$ cat config.mk
export PLATFORM = sky130hd
export DESIGN_NAME = ssp_ctrl
export DESIGN_NICKNAME = d
export VERILOG_FILES = /design/src/rtl/ssp_pkg.sv /design/src/rtl/ssp_fifo.sv /design/src/rtl/ssp_baud.sv /design/src/rtl/ssp_engine.sv /design/src/rtl/ssp_ctrl.sv
export SDC_FILE = /design/constraint.sdc
export NUM_CORES = 1
export LEC_CHECK = 0
export BUFFER_PORTS_ARGS = -buffer_cell sky130_fd_sc_hd__buf_2
export CORE_ASPECT_RATIO = 0.7
export CORE_MARGIN = 2
export CORE_UTILIZATION = 30
export CTS_BUF_LIST = sky130_fd_sc_hd__clkbuf_4 sky130_fd_sc_hd__clkbuf_8
export DETAILED_ROUTE_END_ITERATION = 8
export GPL_ROUTABILITY_DRIVEN = 0
export HOLD_SLACK_MARGIN = 0.05
export SYNTH_ARGS = -nofsm -noshare
export SYNTH_HDL_FRONTEND = slang
export SYNTH_SLANG_ARGS = --single-unit
$ cat constraint.sdc
create_clock -name clk_i -period 10.1 [get_ports clk_i]
set_input_delay 2.525 -clock clk_i [delete_from_list [all_inputs] [get_ports clk_i]]
set_output_delay 2.525 -clock clk_i [all_outputs]
set_load 0.01 [all_outputs]
$ cat src/rtl/ssp_pkg.sv
`timescale 1ns/1ps
package ssp_pkg;
  localparam int DATA_W = 16;
  localparam int ADDR_W = 5;

  localparam logic [ADDR_W-1:0] OFF_CFG  = 5'h00;
  localparam logic [ADDR_W-1:0] OFF_CTL  = 5'h04;
  localparam logic [ADDR_W-1:0] OFF_DATA = 5'h08;
  localparam logic [ADDR_W-1:0] OFF_STAT = 5'h0C;
  localparam logic [ADDR_W-1:0] OFF_PRE  = 5'h10;

  typedef struct packed {
    logic [7:0] rate;
    logic       phase;
    logic       pol;
    logic [1:0] fmt;
    logic [3:0] wm1;
  } cfg_t;

  function automatic logic [DATA_W-1:0] width_mask(input logic [4:0] w);
    logic [DATA_W:0] one;
    one = (DATA_W+1)'(1) << w;
    return DATA_W'(one - (DATA_W+1)'(1));
  endfunction
endpackage

$ cat src/rtl/ssp_fifo.sv
`timescale 1ns/1ps
module ssp_fifo #(
  parameter int W     = 16,
  parameter int DEPTH = 8,
  localparam int AW   = (DEPTH > 1) ? $clog2(DEPTH) : 1,
  localparam int CW   = $clog2(DEPTH + 1)
) (
  input  logic         clk_i,
  input  logic         rst_ni,
  input  logic         push_i,
  input  logic [W-1:0] din_i,
  input  logic         pop_i,
  output logic [W-1:0] head_o,
  output logic         full_o,
  output logic         empty_o,
  output logic [CW-1:0] cnt_o
);
  logic [W-1:0]  mem [DEPTH];
  logic [AW-1:0] wp, rp;
  logic          do_push, do_pop;

  assign full_o  = (cnt_o == CW'(DEPTH));
  assign empty_o = (cnt_o == '0);
  assign do_push = push_i && !full_o;
  assign do_pop  = pop_i && !empty_o;
  assign head_o  = mem[rp];

  always_ff @(posedge clk_i) begin
    if (do_push) mem[wp] <= din_i;
  end

  always_ff @(posedge clk_i or negedge rst_ni) begin
    if (!rst_ni) begin
      wp    <= '0;
      rp    <= '0;
      cnt_o <= '0;
    end else begin
      if (do_push) wp <= (wp == AW'(DEPTH-1)) ? '0 : wp + 1'b1;
      if (do_pop)  rp <= (rp == AW'(DEPTH-1)) ? '0 : rp + 1'b1;
      case ({do_push, do_pop})
        2'b10:   cnt_o <= cnt_o + 1'b1;
        2'b01:   cnt_o <= cnt_o - 1'b1;
        default: cnt_o <= cnt_o;
      endcase
    end
  end
endmodule

$ cat src/rtl/ssp_baud.sv
`timescale 1ns/1ps
module ssp_baud #(
  parameter int PRE_W  = 7,
  parameter int RATE_W = 8,
  localparam int CNT_W = PRE_W + RATE_W + 1
) (
  input  logic              clk_i,
  input  logic              rst_ni,
  input  logic              run_i,
  input  logic [PRE_W-1:0]  pre_half_i,
  input  logic [RATE_W-1:0] rate_i,
  output logic              half_o
);
  logic [PRE_W-1:0] pre;
  logic [CNT_W-1:0] prod, lim, cnt;

  // half bit = (prescale/2) * (rate+1) cycles
  assign pre  = (pre_half_i == '0) ? PRE_W'(1) : pre_half_i;
  assign prod = CNT_W'(pre) * (CNT_W'(rate_i) + CNT_W'(1));
  assign lim  = prod - CNT_W'(1);
  assign half_o = run_i && (cnt >= lim);

  always_ff @(posedge clk_i or negedge rst_ni) begin
    if (!rst_ni)          cnt <= '0;
    else if (!run_i)      cnt <= '0;
    else if (cnt >= lim)  cnt <= '0;
    else                  cnt <= cnt + 1'b1;
  end
endmodule

$ cat src/rtl/ssp_engine.sv
`timescale 1ns/1ps
module ssp_engine
  import ssp_pkg::*;
#(
  parameter int DW = DATA_W,
  localparam int WW = $clog2(DW + 1),
  localparam int HW = WW + 1
) (
  input  logic          clk_i,
  input  logic          rst_ni,
  input  logic          en_i,
  input  logic          loop_i,
  input  logic          pol_i,
  input  logic          phase_i,
  input  logic [3:0]    wm1_i,
  input  logic          half_i,
  input  logic          tx_empty_i,
  input  logic [DW-1:0] tx_head_i,
  output logic          tx_pop_o,
  output logic          rx_push_o,
  output logic [DW-1:0] rx_word_o,
  output logic          busy_o,
  input  logic          miso_i,
  output logic          sclk_o,
  output logic          mosi_o,
  output logic          cs_no
);
  logic [DW-1:0] tx_sr, rx_sr;
  logic [HW-1:0] hcnt, hlast;
  logic [WW-1:0] wid, wid_new;
  logic          last_end, load, rx_bit;

  assign wid_new  = (wm1_i < 4'd3) ? WW'(4) : WW'(wm1_i) + WW'(1);
  assign hlast    = {wid, 1'b0} - HW'(1);
  assign last_end = busy_o && half_i && (hcnt == hlast);
  assign load     = en_i && !tx_empty_i && (!busy_o || last_end);

  assign tx_pop_o  = load;
  assign rx_push_o = last_end;
  assign rx_word_o = rx_sr & width_mask(wid);

  assign mosi_o = busy_o ? tx_sr[DW-1] : 1'b0;
  assign rx_bit = loop_i ? mosi_o : miso_i;
  assign sclk_o = busy_o ? (pol_i ^ phase_i ^ hcnt[0]) : pol_i;
  assign cs_no  = !busy_o;

  always_ff @(posedge clk_i or negedge rst_ni) begin
    if (!rst_ni) begin
      busy_o <= 1'b0;
      hcnt   <= '0;
      wid    <= WW'(4);
      tx_sr  <= '0;
      rx_sr  <= '0;
    end else if (load) begin
      busy_o <= 1'b1;
      hcnt   <= '0;
      wid    <= wid_new;
      tx_sr  <= tx_head_i << (WW'(DW) - wid_new);
      rx_sr  <= '0;
    end else if (busy_o && half_i) begin
      if (hcnt == hlast) begin
        busy_o <= 1'b0;
        hcnt   <= '0;
      end else begin
        hcnt <= hcnt + 1'b1;
        // even half ends on capture edge, odd half ends on launch edge
        if (!hcnt[0]) rx_sr <= {rx_sr[DW-2:0], rx_bit};
        else          tx_sr <= {tx_sr[DW-2:0], 1'b0};
      end
    end
  end
endmodule

$ cat src/rtl/ssp_ctrl.sv
`timescale 1ns/1ps
module ssp_ctrl
  import ssp_pkg::*;
#(
  parameter int DEPTH = 8,
  localparam int CW   = $clog2(DEPTH + 1)
) (
  input  logic              clk_i,
  input  logic              rst_ni,
  input  logic              wr_i,
  input  logic              rd_i,
  input  logic [ADDR_W-1:0] addr_i,
  input  logic [DATA_W-1:0] wdata_i,
  output logic [DATA_W-1:0] rdata_o,
  output logic              sclk_o,
  output logic              mosi_o,
  output logic              cs_no,
  input  logic              miso_i
);
  cfg_t        cfg;
  logic [7:0]  pre;
  logic        out_dis, tgt_sel, sse, lbm;

  logic              dr_wr, dr_rd;
  logic              tx_full, tx_empty, tx_pop;
  logic [DATA_W-1:0] tx_head;
  logic [CW-1:0]     tx_cnt;
  logic              rx_full, rx_empty, rx_push;
  logic [DATA_W-1:0] rx_head, rx_word;
  logic [CW-1:0]     rx_cnt;
  logic              busy, half;
  logic [DATA_W-1:0] status_w;

  assign dr_wr = wr_i && (addr_i == OFF_DATA);
  assign dr_rd = rd_i && (addr_i == OFF_DATA);

  always_ff @(posedge clk_i or negedge rst_ni) begin
    if (!rst_ni) begin
      cfg     <= '0;
      pre     <= '0;
      out_dis <= 1'b0;
      tgt_sel <= 1'b0;
      sse     <= 1'b0;
      lbm     <= 1'b0;
    end else if (wr_i) begin
      case (addr_i)
        OFF_CFG: cfg <= cfg_t'(wdata_i);
        OFF_PRE: pre <= wdata_i[7:0];
        OFF_CTL: begin
          out_dis <= wdata_i[3];
          if (!sse) tgt_sel <= wdata_i[2];
          sse     <= wdata_i[1];
          lbm     <= wdata_i[0];
        end
        default: ;
      endcase
    end
  end

  assign status_w = {11'd0, busy, rx_full, !rx_empty, !tx_full, tx_empty};

  always_comb begin
    case (addr_i)
      OFF_CFG:  rdata_o = cfg;
      OFF_CTL:  rdata_o = {12'd0, out_dis, tgt_sel, sse, lbm};
      OFF_DATA: rdata_o = rx_empty ? '0 : rx_head;
      OFF_STAT: rdata_o = status_w;
      OFF_PRE:  rdata_o = {8'd0, pre};
      default:  rdata_o = '0;
    endcase
  end

  ssp_fifo #(.W(DATA_W), .DEPTH(DEPTH)) u_txq (
    .clk_i, .rst_ni,
    .push_i(dr_wr), .din_i(wdata_i), .pop_i(tx_pop),
    .head_o(tx_head), .full_o(tx_full), .empty_o(tx_empty), .cnt_o(tx_cnt)
  );

  ssp_fifo #(.W(DATA_W), .DEPTH(DEPTH)) u_rxq (
    .clk_i, .rst_ni,
    .push_i(rx_push), .din_i(rx_word), .pop_i(dr_rd),
    .head_o(rx_head), .full_o(rx_full), .empty_o(rx_empty), .cnt_o(rx_cnt)
  );

  ssp_baud #(.PRE_W(7), .RATE_W(8)) u_baud (
    .clk_i, .rst_ni,
    .run_i(busy), .pre_half_i(pre[7:1]), .rate_i(cfg.rate), .half_o(half)
  );

  ssp_engine #(.DW(DATA_W)) u_eng (
    .clk_i, .rst_ni,
    .en_i(sse), .loop_i(lbm), .pol_i(cfg.pol), .phase_i(cfg.phase), .wm1_i(cfg.wm1),
    .half_i(half), .tx_empty_i(tx_empty), .tx_head_i(tx_head), .tx_pop_o(tx_pop),
    .rx_push_o(rx_push), .rx_word_o(rx_word), .busy_o(busy),
    .miso_i, .sclk_o, .mosi_o, .cs_no
  );
endmodule

== Yosys cells after proc, flatten, opt, wreduce, memory -nomap -nowiden ==
Memory sizes are Yosys's and may differ from the RTL's.
Index checks and enable logic that the tools add are counted.

* RAM bits: 256
* Logic and storage cells: 132
* Output and inout port bits: 19
* Bits in registers: 108
* Bits of input ports: 26
* Memories kept: 2

{| class="wikitable"
|+ Memory list
! name !! words !! width !! read ports !! clocked after Yosys merged registers in !! write ports !! line !! text
|-
| u_rxq.mem || 8 || 16 || 1 || 0 || 1 || ssp_fifo.sv:18 || <nowiki>logic [W-1:0] mem [DEPTH];</nowiki>
|-
| u_txq.mem || 8 || 16 || 1 || 0 || 1 || ssp_fifo.sv:18 ||
|}

* Magnitude comparators: 2
* Muxes and demuxes: 33
* Equal/unequal tests: 17
* $add $sub $neg: 16
* Shift operators: 2
* Bitwise operators: 4
* Multipliers: 1
* Reduce and logical (&&, ||, !) cells: 33

{| class="wikitable"
|+ Operators with widths
! cell !! number
|-
| two-way mux 16 bit || 11
|-
| one-hot mux 16 bit (5 select lines) || 1
|-
| subtractor 16 x 1 -> 16 bit (second input constant) || 2
|-
| two-way mux 6 bit || 3
|-
| adder 16 x 1 -> 16 bit (second input constant) || 1
|-
| bitwise AND 16 bit || 1
|-
| greater-or-equal comparator 16 bit || 1
|-
| multiplier 7 x 16 -> 16 bit || 1
|-
| one-hot mux 4 bit (2 select lines) || 2
|-
| << shifter 1 x 5 -> 16 bit (first input constant) || 1
|-
| << shifter 16 x 5 -> 16 bit || 1
|-
| adder 3 x 1 -> 3 bit (second input constant) || 4
|-
| equality test 3 bit (second input constant) || 4
|-
| two-way mux 3 bit || 4
|-
| logical AND 1 bit || 11
|-
| equality test 5 x 4 -> 1 bit (second input constant) || 2
|-
| two-way mux 1 bit || 10
|-
| nonzero test 2 bit || 5
|-
| adder 8 x 1 -> 9 bit (second input constant) || 1
|-
| AND reduction 3 bit || 3
|-
| adder 4 x 1 -> 4 bit (second input constant) || 2
|-
| equality test 4 bit (second input constant) || 2
|-
| logical NOT 4 bit || 2
|-
| AND reduction 2 bit || 4
|-
| 20 further kinds || 29
|}

== Longest topological paths before layout ==
Gate-level depths: netlist (run 1).

* Word-level depth: 13
* Mapped depth: 35
* Depth with buffers taken out: 34

== Hierarchy ==
From an unflattened synthesis (run 1), not the netlist that was laid out.

* Cell total of the unflattened synthesis: 1,465
* Area total of the unflattened synthesis: 20,166.8 um2

{| class="wikitable"
|+ By module, submodules not included
! module !! seq. area each (um2) !! area each (um2) !! instances !! cells an instance
|-
| ssp_fifo || 4,093.9 || 5,616.6 || 2 || 256
|-
| ssp_engine || 1,102.3 || 3,762.4 || 1 || 415
|-
| ssp_baud || 400.4 || 3,633.5 || 1 || 416
|-
| ssp_ctrl || 700.7 || 1,537.7 || 1 || 122
|}

== Worst setup path before layout (run 1) ==
No wires, ideal clock.

* Path kind: register to register
* Start: register cfg[8] (netlist name)
* End: memory u_rxq.mem[3][0] (enable)
* Data arrival time: 7,577 ps
* Stages on the path, launching flop included: 28
* Setup slack: 2,110 ps
* Cell sequence: dfrtp_1 -> clkbuf_1 -> nand3_1 -> xnor2_1 -> nand2_1 -> fa_1 -> fa_1 -> inv_1 -> fa_1 -> inv_1 -> fa_1 -> inv_1 -> ha_1 -> nor3_1 -> nor2_1 -> nand2_1 -> o2111ai_1 -> a41o_1 -> a21oi_1 -> xnor2_1 -> ha_1 -> nand4_1 -> o31ai_1 -> nand2_1 -> or3_1 -> clkbuf_1 -> or2_2 -> nor3b_1

* Cells in the longest elaborated chain, start to end: 10

{| class="wikitable"
|+ RTL lines
! what !! line !! text
|-
| from (decl) || ssp_ctrl.sv:20 || <nowiki>cfg_t cfg;</nowiki>
|-
| from (signal assigned) || ssp_ctrl.sv:47 || <nowiki>OFF_CFG: cfg <= cfg_t'(wdata_i);</nowiki>
|-
| adder 8 x 1 -> 9 bit || ssp_baud.sv:19 || <nowiki>assign prod = CNT_W'(pre) * (CNT_W'(rate_i) + CNT_W'(1));</nowiki>
|-
| multiplier 7 x 16 -> 16 bit || ssp_baud.sv:19 ||
|-
| subtractor 16 x 1 -> 16 bit || ssp_baud.sv:20 || <nowiki>assign lim = prod - CNT_W'(1);</nowiki>
|-
| greater-or-equal comparator 16 bit || ssp_baud.sv:21 || <nowiki>assign half_o = run_i && (cnt >= lim);</nowiki>
|-
| logical AND 1 bit || ssp_baud.sv:21 ||
|-
| logical AND 1 bit (2 in a row) || ssp_engine.sv:35 || <nowiki>assign last_end = busy_o && half_i && (hcnt == hlast);</nowiki>
|-
| logical AND 1 bit || ssp_fifo.sv:24 || <nowiki>assign do_push = push_i && !full_o;</nowiki>
|-
| two-way mux 1 bit || ssp_fifo.sv:29 || <nowiki>if (do_push) mem[wp] <= din_i;</nowiki>
|-
| two-way mux 1 bit (not written as such) || ssp_fifo.sv:29 ||
|-
| to (decl) || ssp_fifo.sv:18 ||
|}

No other way between the ends.

== Worst setup path in the final report (run 1) ==
* Start: register cfg[8] (netlist name)
* End: register u_txq.cnt_o[2]

* Cells in the longest elaborated chain, start to end: 12

{| class="wikitable"
|+ RTL lines
! what !! line !! text
|-
| adder 8 x 1 -> 9 bit (*) || ssp_baud.sv:19 ||
|-
| multiplier 7 x 16 -> 16 bit (*) || ssp_baud.sv:19 ||
|-
| subtractor 16 x 1 -> 16 bit (*) || ssp_baud.sv:20 ||
|-
| greater-or-equal comparator 16 bit (*) || ssp_baud.sv:21 ||
|-
| logical AND 1 bit (*) || ssp_baud.sv:21 ||
|-
| logical AND 1 bit (*) (2 in a row) || ssp_engine.sv:35 ||
|-
| logical OR 1 bit (*) || ssp_engine.sv:36 || <nowiki>assign load = en_i && !tx_empty_i && (!busy_o || last_end);</nowiki>
|-
| logical AND 1 bit (*) || ssp_engine.sv:36 ||
|-
| logical AND 1 bit (*) || ssp_fifo.sv:25 || <nowiki>assign do_pop = pop_i && !empty_o;</nowiki>
|-
| equality test 2 x 1 -> 1 bit / equality test 2 bit (equally long branches) || ssp_fifo.sv:40 || <nowiki>case ({do_push, do_pop})</nowiki>
|-
| one-hot mux 4 bit (2 select lines) / nonzero test 2 bit (equally long branches) || n/a ||
|-
| to (signal assigned) || ssp_fifo.sv:41 || <nowiki>2'b10: cnt_o <= cnt_o + 1'b1;</nowiki>
|-
| to (signal assigned) || ssp_fifo.sv:42 || <nowiki>2'b01: cnt_o <= cnt_o - 1'b1;</nowiki>
|-
| to (signal assigned) || ssp_fifo.sv:43 || <nowiki>default: cnt_o <= cnt_o;</nowiki>
|-
| to (decl) || ssp_fifo.sv:16 || <nowiki>output logic [CW-1:0] cnt_o</nowiki>
|}

Mark *: on every way between the ends. The rest lies on a longest branch, timed or not.
A chain may end at the register's enable or synchronous reset.

==> results of run 1 <==
==> power by group <==
| part | switching, mW | internal (mW) |
|---|---|---|
| Clock | 0.587 | 0.771 |
| Combinational | 1.31 | 1.02 |
| Sequential | 0.159 | 1.69 |
| Total | 2.05 | 3.49 |
==> layout by cell type, fill, tap and decap left out, drive strengths merged, types with 9 or more instances in the layout <==
master and n:
nor2b 23, inv 100, a22oi 9, mux2 48
a21oi 41, clkinv 10, nor2 80, nand2 125
mux2i 44, nand2b 16, fa 40, clkbuf 90
buf 70, edfxtp 256, ha 79, or3 12
a21o 9, nand3 31, and2 27, o21ai 63
dfrtp 107, xor2 28, nor3 29, xnor2 31
mux4 68
==> cell type report <==
class,count,area share (%)
Sequential cell,364,48.6
Tap cell,819,4.79
Antenna cell,2,0.0234
Clock inverter,17,0.959
Multi-Input combinational cell,907,37.0
Clock buffer,90,4.94
Timing Repair Buffer,70,1.95
Inverter,99,1.74
==> final timing paths <==
kind	startpoint	endpoint	slack, ns	depth (start not counted)
max	cfg[8]$_DFFE_PN0P_	u_txq.cnt_o[2]$_DFFE_PN0P_	1.51	34
min	u_rxq.cnt_o[3]$_DFFE_PN0P_	u_rxq.cnt_o[3]$_DFFE_PN0P_	0.49	1
max reg2reg	cfg[8]$_DFFE_PN0P_	u_txq.cnt_o[2]$_DFFE_PN0P_	1.51	34
min reg2reg	u_rxq.cnt_o[3]$_DFFE_PN0P_	u_rxq.cnt_o[3]$_DFFE_PN0P_	0.49	1
max in group asynchronous	rst_ni	u_rxq.rp[1]$_DFFE_PN0P_	6.78	2
min in group asynchronous	rst_ni	u_baud.cnt[13]$_DFF_PN0_	1.82	1
==> stage by stage <==
| stage | hold slack [ns] | cell area, µm² | power, mW | setup slack, ns | util (%) |
|---|---|---|---|---|---|
| 2_1_floorplan | 0.447 | 18900 | 3.69 | 2.11 | - |
| 4_1_cts | 0.484 | 21400 | 5.58 | 1.60 | 34.5 |
| 6_report | 0.487 | 21400 | 5.54 | 1.51 | 34.5 |
| 5_1_grt | 0.508 | 21400 | 5.98 | 0.791 | 34.5 |
| 3_5_place_dp | 0.476 | 20100 | 4.21 | 1.61 | 32.5 |
| 3_3_place_gp | 0.464 | 20100 | 4.15 | 1.81 | 32.5 |
==> layer usage <==
layer | global-route usage [%] | wire length, µm | vias to the layer above
met2 | 19.8 | 19200 | 329
met5 | 0 | 13 | -
met4 | 3.50 | 812 | 2
met1 | 21.0 | 22100 | 6025
met3 | 2.45 | 2640 | 62
li1 | - | - | 5396
==> registers in the layout, summed over array words and instances, names as in the netlist, 3 cells and up <==
register,count
u_rxq.rp,3
u_txq.cnt_o,4
u_rxq.wp,3
u_eng.tx_sr,16
u_rxq.cnt_o,4
u_eng.rx_sr,16
u_txq.rp,3
u_eng.wid,5
cfg,16
u_eng.hcnt,6
u_txq.wp,3
u_baud.cnt,16
pre,8
u_txq.mem,128
u_rxq.mem,128
==> kinds of logic after synthesis <==
family,synth area share (%)
buffers and inverters,3.46
AO/OA/AOI/OAI,6.13
AND/OR/NAND/NOR,9.76
multiplexers,13.6
XOR/XNOR,2.73
flip-flops,54.9
adder cells (fa/ha/maj),9.45
==> flow_summary.html, run 1 <==
<table>
<tr><th>Metric</th><th>Value</th></tr>
<tr><th colspan="2">Run status</th></tr>
<tr><td>Outcome</td><td>finished clean</td></tr>
<tr><th colspan="2">Timing</th></tr>
<tr><td>Crit path time final</td><td>8.59 ns</td></tr>
<tr><td>Setup total negative slack</td><td>0 ns</td></tr>
<tr><td>Highest clock rate</td><td>roughly 0.12 GHz</td></tr>
<tr><td>Worst slew pin tran</td><td>1.05 ns</td></tr>
<tr><td>Relative slew slack</td><td>about 30%</td></tr>
<tr><td>Max-slew violation count</td><td>0</td></tr>
<tr><td>Post-Route Skew</td><td>roughly 0.057 ns</td></tr>
<tr><td>Final hold violation count</td><td>0</td></tr>
<tr><td>Share of the clock period used by the worst path after layout</td><td>85.0%</td></tr>
<tr><td>Endpoints failing setup</td><td>0</td></tr>
<tr><td>Setup repair after global routing missed its margin</td><td>no</td></tr>
<tr><th colspan="2">Critical path</th></tr>
<tr><td>Data arrival at the endpoint of the critical path</td><td>between 9 and 10 ns</td></tr>
<tr><td>Data required time at the worst endpoint</td><td>10.57 ns</td></tr>
<tr><td>Worst Path Buf+Inv</td><td>5</td></tr>
<tr><td>Most repeated library cell on the critical path</td><td>ha_1</td></tr>
<tr><td>Endpoint type of the worst setup path</td><td>flop</td></tr>
<tr><td>Critical path's top delay family</td><td>adder cells</td></tr>
<tr><td>Critical path's slowest cell</td><td>fa_1</td></tr>
<tr><td>Longest individual stage delay on the worst path</td><td>between 0.5 and 0.6 ns</td></tr>
<tr><td>Critical path fanouts, max</td><td>46</td></tr>
<tr><td>Critical path startpoint category</td><td>flop</td></tr>
<tr><td>Category of the critical setup timing path</td><td>flop to flop</td></tr>
<tr><th colspan="2">Die</th></tr>
<tr><td>Core Box Area</td><td>0.0620 mm²</td></tr>
<tr><td>Die height</td><td>214 µm</td></tr>
<tr><td>Number of top-level pins</td><td>45</td></tr>
<tr><td>Starting utilization of the core area</td><td>30.5%</td></tr>
<tr><td>Die footprint</td><td>0.0652 mm²</td></tr>
<tr><td>Horizontal die dimension</td><td>304 µm</td></tr>
<tr><td>Site row count</td><td>between 70 and 80</td></tr>
<tr><th colspan="2">Clock network</th></tr>
<tr><td>Maximum clock insertion buffer count</td><td>3</td></tr>
<tr><td>Cell at the root of the clock tree</td><td>clkbuf_8</td></tr>
<tr><td>Number of buffers added for setup after CTS</td><td>0</td></tr>
<tr><td>Count of H-tree levels built during CTS</td><td>2</td></tr>
<tr><td>Worst-skew pair later-pin latency</td><td>roughly 0.64 ns</td></tr>
<tr><td>Post-CTS resize count</td><td>0</td></tr>
<tr><td>Clock sink count</td><td>364</td></tr>
<tr><td>Clock Pin Slew Worst Setup and Hold Paths</td><td>roughly 0.06 ns</td></tr>
<tr><td>Post-CTS Hold Fix Bufs</td><td>0</td></tr>
<tr><td>CTS tree</td><td>done</td></tr>
<tr><td>Cts bufs inserted</td><td>57</td></tr>
<tr><th colspan="2">Synth</th></tr>
<tr><td>Combined area of all synthesized cells</td><td>about 0.019 mm²</td></tr>
<tr><td>Flops &amp; latches, synth</td><td>364</td></tr>
<tr><td>Top area cells in the synthesized netlist</td><td>edfxtp_1, dfrtp_1, mux4_2, ha_1, fa_1</td></tr>
<tr><td>Cell with the most instances after synthesis</td><td>edfxtp_1</td></tr>
<tr><td>Synth warnings</td><td>0</td></tr>
<tr><td>Fraction of post-synthesis cell area in the top cell type by area</td><td>40.6%</td></tr>
<tr><td>Main synth FF type</td><td>edfxtp_1</td></tr>
<tr><td>Distinct cell type count of the synthesized netlist</td><td>74</td></tr>
<tr><td>Top cell type by total area after synthesis</td><td>edfxtp_1</td></tr>
<tr><td>Synth Net Count</td><td>1578</td></tr>
<tr><td>Count of mapped cells out of synthesis</td><td>1433</td></tr>
<tr><td>Syn Area/Cell</td><td>13.2 µm²</td></tr>
<tr><td>Number of enable-type register cells in the synthesized netlist</td><td>roughly 260</td></tr>
<tr><td>Sequential fraction of the synthesis area</td><td>a little over half</td></tr>
<tr><td>Fraction of registers with async set or reset after synthesis</td><td>~30%</td></tr>
<tr><td>Post-synth top cells</td><td>edfxtp_1, nand2_1, dfrtp_1</td></tr>
<tr><th colspan="2">Run</th></tr>
<tr><td>Max capacitance violation total</td><td>0</td></tr>
<tr><th colspan="2">Placement</th></tr>
<tr><td>Placed Cells incl. Taps</td><td>2259</td></tr>
<tr><td>Count of port buffers added during placement</td><td>44</td></tr>
<tr><td>HPWL reported at the end of detailed placement</td><td>31.5 mm</td></tr>
<tr><th colspan="2">Power</th></tr>
<tr><td>Power density relative to cell area</td><td>approximately 260 mW/mm²</td></tr>
<tr><td>Leakage power summed over all cells</td><td>8.03 nW</td></tr>
<tr><td>Peak supply drop</td><td>about 0.00021 V</td></tr>
<tr><th colspan="2">Final layout</th></tr>
<tr><td>FILL cells</td><td>6002</td></tr>
<tr><td>Layout cells sized above 1</td><td>19.7%</td></tr>
<tr><td>Post-layout net count</td><td>1644</td></tr>
<tr><td>Sequential cell area</td><td>0.0104 mm²</td></tr>
<tr><td>Footprint of the multi-input gates</td><td>0.00793 mm²</td></tr>
<tr><td>Syn-to-layout area delta</td><td>13.1%</td></tr>
<tr><td>Post-route insts no fill</td><td>2368</td></tr>
<tr><th colspan="2">Drt</th></tr>
<tr><td>Count of nets left with antenna violations after detail routing</td><td>0</td></tr>
<tr><td>Post-Route WL</td><td>44.8 mm</td></tr>
<tr><td>Avg WL per Cell</td><td>18.9 µm</td></tr>
<tr><td>Via density</td><td>4.99</td></tr>
<tr><td>Total DRC errors in the routed layout</td><td>0</td></tr>
<tr><td>Iteration count of the initial detailed-routing pass</td><td>5</td></tr>
<tr><td>Routed vias</td><td>11800</td></tr>
<tr><td>Count of routing violations after the opening detailed-route iteration</td><td>1073</td></tr>
<tr><th colspan="2">Global route</th></tr>
<tr><td>Global routing usage summed across all routing layers</td><td>13.7%</td></tr>
<tr><td>Remaining Overflow, GRT</td><td>0</td></tr>
<tr><td>Largest net degree at the start of global routing</td><td>77</td></tr>
<tr><td>Number of antenna violations at the first check in global routing</td><td>7</td></tr>
<tr><td>Global-route wire length before repair</td><td>69.6 mm</td></tr>
<tr><td>Number of global-route vias before repair</td><td>around 12000</td></tr>
<tr><th colspan="2">Worst hold path</th></tr>
<tr><td>Type of the tightest min-delay check</td><td>flop to flop</td></tr>
</table>
(Power assumes the default switching activity.)
==> inputs of run 2 (changes only) <==
--- a/config.mk
+++ b/config.mk
@@ -12,6 +12,7 @@
 export CTS_BUF_LIST = sky130_fd_sc_hd__clkbuf_4 sky130_fd_sc_hd__clkbuf_8
 export DETAILED_ROUTE_END_ITERATION = 8
 export GPL_ROUTABILITY_DRIVEN = 0
+export GPL_TIMING_DRIVEN = 0
 export HOLD_SLACK_MARGIN = 0.05
 export SYNTH_ARGS = -nofsm -noshare
 export SYNTH_HDL_FRONTEND = slang
==> flow_summary.html, run 2 (synthesized netlist as in run 1, its figures left out) <==
<table>
<tr><th>Metric</th><th>Value</th></tr>
<tr><th colspan="2">Timing</th></tr>
<tr><td>Post-Route Skew</td><td>around 0.041 ns</td></tr>
<tr><td>Setup repair after global routing missed its margin</td><td>no</td></tr>
<tr><td>Crit path time final</td><td>around 9.1 ns</td></tr>
<tr><td>Max-slew violation count</td><td>0</td></tr>
<tr><td>Fin worst setup slack</td><td>1.02 ns</td></tr>
<tr><td>Relative slew slack</td><td>20.0%</td></tr>
<tr><td>Minimum hold slack</td><td>between 0.4 and 0.5 ns</td></tr>
<tr><td>Final hold violation count</td><td>0</td></tr>
<tr><td>Endpoints failing setup</td><td>0</td></tr>
<tr><td>Worst slew pin tran</td><td>1.19 ns</td></tr>
<tr><td>Highest clock rate</td><td>0.110 GHz</td></tr>
<tr><td>Share of the clock period used by the worst path after layout</td><td>89.9%</td></tr>
<tr><th colspan="2">Power</th></tr>
<tr><td>Power Internal</td><td>3.51 mW</td></tr>
<tr><td>Power density relative to cell area</td><td>255 mW/mm²</td></tr>
<tr><td>Overall power</td><td>5.56 mW</td></tr>
<tr><td>Switching power</td><td>about 2.1 mW</td></tr>
<tr><td>Power share of the clock group</td><td>24.4%</td></tr>
<tr><td>Leakage power summed over all cells</td><td>8.16 nW</td></tr>
<tr><td>Net switching fraction of the power</td><td>a little under two fifths</td></tr>
<tr><td>Part of the power in combinational logic</td><td>43.5%</td></tr>
<tr><td>Proportion of power drawn by flip-flops and latches</td><td>32.1%</td></tr>
<tr><td>Peak supply drop</td><td>0.000161 V</td></tr>
<tr><th colspan="2">Clock network</th></tr>
<tr><td>Cts bufs inserted</td><td>54</td></tr>
<tr><td>Cell at the root of the clock tree</td><td>clkbuf_8</td></tr>
<tr><td>Clock Pin Slew Worst Setup and Hold Paths</td><td>0.07 ns</td></tr>
<tr><td>Post-CTS Hold Fix Bufs</td><td>0</td></tr>
<tr><td>Maximum clock insertion buffer count</td><td>3</td></tr>
<tr><td>Worst-skew pair later-pin latency</td><td>0.63 ns</td></tr>
<tr><td>Number of buffers added for setup after CTS</td><td>0</td></tr>
<tr><td>CTS tree</td><td>done</td></tr>
<tr><td>Post-CTS resize count</td><td>0</td></tr>
<tr><td>Clock sink count</td><td>364</td></tr>
<tr><td>Count of H-tree levels built during CTS</td><td>2</td></tr>
<tr><th colspan="2">Drt</th></tr>
<tr><td>Avg WL per Cell</td><td>19.3 µm</td></tr>
<tr><td>Via density</td><td>4.99</td></tr>
<tr><td>Count of nets left with antenna violations after detail routing</td><td>0</td></tr>
<tr><td>Count of routing violations after the opening detailed-route iteration</td><td>1159</td></tr>
<tr><td>Total DRC errors in the routed layout</td><td>0</td></tr>
<tr><td>Routed vias</td><td>12100</td></tr>
<tr><td>Iteration count of the initial detailed-routing pass</td><td>5</td></tr>
<tr><td>Post-Route WL</td><td>46.7 mm</td></tr>
<tr><th colspan="2">Critical path</th></tr>
<tr><td>Endpoint type of the worst setup path</td><td>flop</td></tr>
<tr><td>Critical path startpoint category</td><td>flop</td></tr>
<tr><td>Category of the critical setup timing path</td><td>flop to flop</td></tr>
<tr><td>Data arrival at the endpoint of the critical path</td><td>9.38 ns</td></tr>
<tr><td>Critical path fanouts, max</td><td>10</td></tr>
<tr><td>Data required time at the worst endpoint</td><td>10.41 ns</td></tr>
<tr><td>Most repeated library cell on the critical path</td><td>fa_1</td></tr>
<tr><td>Longest individual stage delay on the worst path</td><td>between 0.8 and 0.9 ns</td></tr>
<tr><td>Critical path's top delay family</td><td>simple AND/OR/NAND/NOR gates</td></tr>
<tr><td>Worst Path Buf+Inv</td><td>6</td></tr>
<tr><td>Critical path's slowest cell</td><td>o31ai_2</td></tr>
<tr><th colspan="2">Run status</th></tr>
<tr><td>Outcome</td><td>finished clean</td></tr>
<tr><th colspan="2">Die</th></tr>
<tr><td>Number of top-level pins</td><td>45</td></tr>
<tr><td>Horizontal die dimension</td><td>between 300 and 400 µm</td></tr>
<tr><td>Starting utilization of the core area</td><td>30.5%</td></tr>
<tr><td>Core Box Area</td><td>0.0620 mm²</td></tr>
<tr><td>Site row count</td><td>76</td></tr>
<tr><td>Die footprint</td><td>0.0652 mm²</td></tr>
<tr><td>Die height</td><td>about 210 µm</td></tr>
<tr><th colspan="2">Final layout</th></tr>
<tr><td>Leading registers by flop count</td><td>u_rxq.mem x128, u_txq.mem x128</td></tr>
<tr><td>Sequential cell area</td><td>a little over 0.01 mm²</td></tr>
<tr><td>Post-route design area</td><td>0.0218 mm²</td></tr>
<tr><td>Most frequent cells in the layout</td><td>edfxtp_1, nand2_1, dfrtp_1</td></tr>
<tr><td>Footprint of the multi-input gates</td><td>0.00795 mm²</td></tr>
<tr><td>Syn-to-layout area delta</td><td>15.1%</td></tr>
<tr><td>Layout cells sized above 1</td><td>19.1%</td></tr>
<tr><td>FILL cells</td><td>6018</td></tr>
<tr><td>Post-layout net count</td><td>1694</td></tr>
<tr><td>Leading cell type in the layout, fill and taps excluded</td><td>edfxtp_1</td></tr>
<tr><td>Share of the core filled with cells in the final layout</td><td>35.1%</td></tr>
<tr><th colspan="2">Global route</th></tr>
<tr><td>Number of antenna violations at the first check in global routing</td><td>9</td></tr>
<tr><td>Global-route wire length before repair</td><td>72.1 mm</td></tr>
<tr><td>Largest net degree at the start of global routing</td><td>93</td></tr>
<tr><td>Remaining Overflow, GRT</td><td>0</td></tr>
<tr><td>Number of global-route vias before repair</td><td>~12000</td></tr>
<tr><td>Global routing usage summed across all routing layers</td><td>14.3%</td></tr>
<tr><th colspan="2">Worst hold path</th></tr>
<tr><td>Type of the tightest min-delay check</td><td>flop to flop</td></tr>
<tr><th colspan="2">Placement</th></tr>
<tr><td>HPWL reported at the end of detailed placement</td><td>approximately 34 mm</td></tr>
<tr><td>Minimum setup slack after placement</td><td>around 1.0 ns</td></tr>
<tr><td>Placed Instance Area</td><td>0.0205 mm²</td></tr>
<tr><td>Count of port buffers added during placement</td><td>43</td></tr>
<tr><th colspan="2">Run</th></tr>
<tr><td>Max capacitance violation total</td><td>0</td></tr>
</table>
## run 2: changes by cell type in the layout (fill, tap and decap cells not counted), sizes merged
cell,before,now
clkinvlp,2,0
inv,100,99
buf,70,79
clkbuf,90,128
diode,2,4
clkinv,10,13
## run 2: layout make-up
cell class	count	area share, %
clock buffer	84	4.88
antenna	4	0.0460
multi-input combinational	907	36.5
sequential	364	47.7
buffer	63	1.30
clock inverter	17	0.868
tap	819	4.71
inverter	99	1.71
timing repair buffer	60	2.29
## run 2: final timing paths
kind	start	endpoint	slack (ns)	cells after the start
worst max register to register	cfg[8]$_DFFE_PN0P_	u_rxq.mem[1][14]$_DFFE_PP_	1.02	28
worst min-delay path	u_rxq.cnt_o[3]$_DFFE_PN0P_	u_rxq.cnt_o[3]$_DFFE_PN0P_	0.47	1
worst min register to register	u_rxq.cnt_o[3]$_DFFE_PN0P_	u_rxq.cnt_o[3]$_DFFE_PN0P_	0.47	1
worst max-delay path	cfg[8]$_DFFE_PN0P_	u_rxq.mem[1][14]$_DFFE_PP_	1.02	28
min in group asynchronous	rst_ni	u_baud.cnt[3]$_DFF_PN0_	1.76	1
max in group asynchronous	rst_ni	u_rxq.rp[2]$_DFFE_PN0P_	7.57	2
## run 2: per-stage QoR
stage / TNS (ns) / cells
2_1_floorplan: 0 / 1433
3_3_place_gp: -66.72 / 2295
3_5_place_dp: 0 / 2312
4_1_cts: 0 / 2413
5_1_grt: 0 / 2413
6_report: 0 / 2417
## run 2: routing by layer
metal / track usage (%) / up-vias / share of wire (%)
met1: 22.0 / 6142 / 49
met2: 20.1 / 380 / 41
li1: - / 5488 / -
met5: 0 / - / 0
met3: 3.76 / 54 / 8.4
met4: 2.90 / 0 / 1.4
## run 2: power groups by stage
stage	Sequential [mW]	Combinational (mW)	Clock, mW
2_1_floorplan	1.78	1.90	0
3_3_place_gp	1.81	2.40	0
3_5_place_dp	1.81	2.43	0
4_1_cts	1.78	2.45	1.39
5_1_grt	1.80	2.76	1.45
6_report	1.79	2.42	1.36
==> inputs of run 3 (changes only) <==
--- a/config.mk
+++ b/config.mk
@@ -6,14 +6,15 @@
 export NUM_CORES = 1
 export LEC_CHECK = 0
 export BUFFER_PORTS_ARGS = -buffer_cell sky130_fd_sc_hd__buf_2
-export CORE_ASPECT_RATIO = 0.7
+export CORE_ASPECT_RATIO = 1.1
 export CORE_MARGIN = 2
-export CORE_UTILIZATION = 30
+export CORE_UTILIZATION = 62
 export CTS_BUF_LIST = sky130_fd_sc_hd__clkbuf_4 sky130_fd_sc_hd__clkbuf_8
 export DETAILED_ROUTE_END_ITERATION = 8
 export GPL_ROUTABILITY_DRIVEN = 0
 export GPL_TIMING_DRIVEN = 0
 export HOLD_SLACK_MARGIN = 0.05
+export PLACE_DENSITY = 0.79
 export SYNTH_ARGS = -nofsm -noshare
 export SYNTH_HDL_FRONTEND = slang
 export SYNTH_SLANG_ARGS = --single-unit
==> flow_summary.html, run 3 (synthesized netlist as in run 1, its figures left out) <==
<table>
<tr><th>Metric</th><th>Value</th></tr>
<tr><th colspan="2">Run status</th></tr>
<tr><td>Outcome</td><td>finished clean</td></tr>
<tr><th colspan="2">Critical path</th></tr>
<tr><td>Data arrival at the endpoint of the critical path</td><td>9.45 ns</td></tr>
<tr><td>Critical path startpoint category</td><td>flop</td></tr>
<tr><td>Data required time at the worst endpoint</td><td>10.39 ns</td></tr>
<tr><td>Worst Path Buf+Inv</td><td>6</td></tr>
<tr><td>Longest individual stage delay on the worst path</td><td>0.89 ns</td></tr>
<tr><td>Critical path's slowest cell</td><td>o31ai_1</td></tr>
<tr><td>Critical path's top delay family</td><td>adder cells</td></tr>
<tr><td>Critical path fanouts, max</td><td>10</td></tr>
<tr><td>Endpoint type of the worst setup path</td><td>flop</td></tr>
<tr><td>Category of the critical setup timing path</td><td>flop to flop</td></tr>
<tr><td>Most repeated library cell on the critical path</td><td>fa_1</td></tr>
<tr><th colspan="2">Die</th></tr>
<tr><td>Number of top-level pins</td><td>45</td></tr>
<tr><td>Core Box Area</td><td>just over 0.03 mm²</td></tr>
<tr><td>Site row count</td><td>67</td></tr>
<tr><td>Horizontal die dimension</td><td>171 µm</td></tr>
<tr><td>Die footprint</td><td>between 0.03 and 0.04 mm²</td></tr>
<tr><td>Die height</td><td>187 µm</td></tr>
<tr><td>Starting utilization of the core area</td><td>between 60% and 70%</td></tr>
<tr><th colspan="2">Drt</th></tr>
<tr><td>Total DRC errors in the routed layout</td><td>0</td></tr>
<tr><td>Count of routing violations after the opening detailed-route iteration</td><td>about 1100</td></tr>
<tr><td>Via density</td><td>~6.0</td></tr>
<tr><td>Routed vias</td><td>12000</td></tr>
<tr><td>Iteration count of the initial detailed-routing pass</td><td>6</td></tr>
<tr><td>Count of nets left with antenna violations after detail routing</td><td>0</td></tr>
<tr><td>Post-Route WL</td><td>42.1 mm</td></tr>
<tr><td>Avg WL per Cell</td><td>20.9 µm</td></tr>
<tr><th colspan="2">Final layout</th></tr>
<tr><td>Layout cells sized above 1</td><td>about a fifth</td></tr>
<tr><td>FILL cells</td><td>between 2000 and 2500</td></tr>
<tr><td>Leading registers by flop count</td><td>u_rxq.mem x128, u_txq.mem x128</td></tr>
<tr><td>Diodes inserted</td><td>0</td></tr>
<tr><td>Most frequent cells in the layout</td><td>edfxtp_1, nand2_1, dfrtp_1</td></tr>
<tr><td>Leading cell type in the layout, fill and taps excluded</td><td>edfxtp_1</td></tr>
<tr><td>Post-layout net count</td><td>1695</td></tr>
<tr><td>Share of the core filled with cells in the final layout</td><td>a little over two thirds</td></tr>
<tr><td>Syn-to-layout area delta</td><td>11.6%</td></tr>
<tr><th colspan="2">Global route</th></tr>
<tr><td>Number of global-route vias before repair</td><td>12000</td></tr>
<tr><td>Largest net degree at the start of global routing</td><td>between 60 and 70</td></tr>
<tr><td>Global routing usage summed across all routing layers</td><td>a little over a quarter</td></tr>
<tr><td>Remaining Overflow, GRT</td><td>0</td></tr>
<tr><td>Global-route wire length before repair</td><td>66.2 mm</td></tr>
<tr><td>Number of antenna violations at the first check in global routing</td><td>1</td></tr>
<tr><th colspan="2">Clock network</th></tr>
<tr><td>Number of buffers added for setup after CTS</td><td>0</td></tr>
<tr><td>Worst-skew pair later-pin latency</td><td>0.61 ns</td></tr>
<tr><td>Cell at the root of the clock tree</td><td>clkbuf_8</td></tr>
<tr><td>Clock sink count</td><td>approximately 360</td></tr>
<tr><td>CTS tree</td><td>done</td></tr>
<tr><td>Cts bufs inserted</td><td>56</td></tr>
<tr><td>Clock Pin Slew Worst Setup and Hold Paths</td><td>0.07 ns</td></tr>
<tr><td>Post-CTS resize count</td><td>0</td></tr>
<tr><td>Post-CTS Hold Fix Bufs</td><td>0</td></tr>
<tr><td>Maximum clock insertion buffer count</td><td>3</td></tr>
<tr><td>Count of H-tree levels built during CTS</td><td>2</td></tr>
<tr><th colspan="2">Power</th></tr>
<tr><td>Power density relative to cell area</td><td>258 mW/mm²</td></tr>
<tr><td>Leakage power summed over all cells</td><td>about 8.1 nW</td></tr>
<tr><td>Power Internal</td><td>3.41 mW</td></tr>
<tr><td>Peak supply drop</td><td>0.000180 V</td></tr>
<tr><td>Power share of the clock group</td><td>22.8%</td></tr>
<tr><td>Part of the power in combinational logic</td><td>44.4%</td></tr>
<tr><td>Proportion of power drawn by flip-flops and latches</td><td>32.8%</td></tr>
<tr><td>Overall power</td><td>between 5 and 6 mW</td></tr>
<tr><td>Switching power</td><td>2.04 mW</td></tr>
<tr><td>Net switching fraction of the power</td><td>between 30% and 40%</td></tr>
<tr><th colspan="2">Timing</th></tr>
<tr><td>Minimum hold slack</td><td>0.483 ns</td></tr>
<tr><td>Highest clock rate</td><td>about 0.11 GHz</td></tr>
<tr><td>Relative slew slack</td><td>27.4%</td></tr>
<tr><td>Post-Route Skew</td><td>between 0.04 and 0.05 ns</td></tr>
<tr><td>Endpoints failing setup</td><td>0</td></tr>
<tr><td>Crit path time final</td><td>9.16 ns</td></tr>
<tr><td>Fin worst setup slack</td><td>0.941 ns</td></tr>
<tr><td>Worst slew pin tran</td><td>1.09 ns</td></tr>
<tr><td>Final hold violation count</td><td>0</td></tr>
<tr><td>Setup repair after global routing missed its margin</td><td>no</td></tr>
<tr><td>Max-slew violation count</td><td>0</td></tr>
<tr><td>Share of the clock period used by the worst path after layout</td><td>90.7%</td></tr>
<tr><th colspan="2">Worst hold path</th></tr>
<tr><td>Type of the tightest min-delay check</td><td>flop to flop</td></tr>
<tr><th colspan="2">Placement</th></tr>
<tr><td>Minimum setup slack after placement</td><td>1.01 ns</td></tr>
<tr><td>HPWL reported at the end of detailed placement</td><td>30.2 mm</td></tr>
<tr><td>Count of port buffers added during placement</td><td>43</td></tr>
<tr><th colspan="2">Run</th></tr>
<tr><td>Max capacitance violation total</td><td>0</td></tr>
</table>
run 3: changes by cell type in the layout (fill, tap and decap cells not counted), moves of 2 or more:
| cell | delta |
|---|---|
| buf_8 | -4 |
| buf_6 | +2 |
| bufinv_16 | -2 |
| clkbuf_8 | -7 |
| clkinv_2 | +11 |
| clkinv_1 | +3 |
| buf_4 | +2 |
| diode_2 | -4 |
run 3: metrics by stage:
step | setup TNS, ns | instances | area [µm²]
final | 0 | 2012 | 21100
after global routing | 0 | 2012 | 21100
after CTS | 0 | 2012 | 21100
after detailed placement | 0 | 1906 | 20000
after global placement | -14.07 | 1890 | 19700
after floorplan | 0 | 1433 | 18900
run 3: per-layer routing:
metal,track usage [%],share of wire (%),vias up
met3,4.44,6.7,96
li1,-,-,5497
met2,46.2,51,480
met4,8.28,2.9,2
met1,36.3,40,5943
met5,0,0.031,-
run 3: power by group through the flow:
| stage | Combinational (mW) | Clock [mW] | Sequential (mW) |
|---|---|---|---|
| 2_1_floorplan | 1.90 | 0 | 1.78 |
| 3_3_place_gp | 2.32 | 0 | 1.81 |
| 3_5_place_dp | 2.40 | 0 | 1.81 |
| 4_1_cts | 2.42 | 1.26 | 1.78 |
| 5_1_grt | 2.74 | 1.32 | 1.80 |
| 6_report | 2.42 | 1.24 | 1.79 |
run 3: path summary, 6_finish.rpt:
check / from / endpoint / slack, ns / cells after the start
setup reg to reg: cfg[8]$_DFFE_PN0P_ / u_rxq.mem[5][10]$_DFFE_PP_ / 0.94 / 28
setup / recovery: cfg[8]$_DFFE_PN0P_ / u_rxq.mem[5][10]$_DFFE_PP_ / 0.94 / 28
max in group asynchronous: rst_ni / u_baud.cnt[11]$_DFF_PN0_ / 7.37 / 2
hold reg to reg: u_rxq.cnt_o[3]$_DFFE_PN0P_ / u_rxq.cnt_o[3]$_DFFE_PN0P_ / 0.48 / 1
hold / removal: u_rxq.cnt_o[3]$_DFFE_PN0P_ / u_rxq.cnt_o[3]$_DFFE_PN0P_ / 0.48 / 1
min in group asynchronous: rst_ni / u_txq.wp[2]$_DFFE_PN0P_ / 1.95 / 1
run 3: cell type report:
class	instances	area, µm²	area share, %
repair buffers	59	449	2.13
flip-flops and latches	364	10400	49.2
clock inverters	30	203	0.960
multi-input cells	907	7940	37.6
clock buffers	76	958	4.54
inverters	99	372	1.76
plain buffers	63	283	1.34
well taps	414	518	2.45
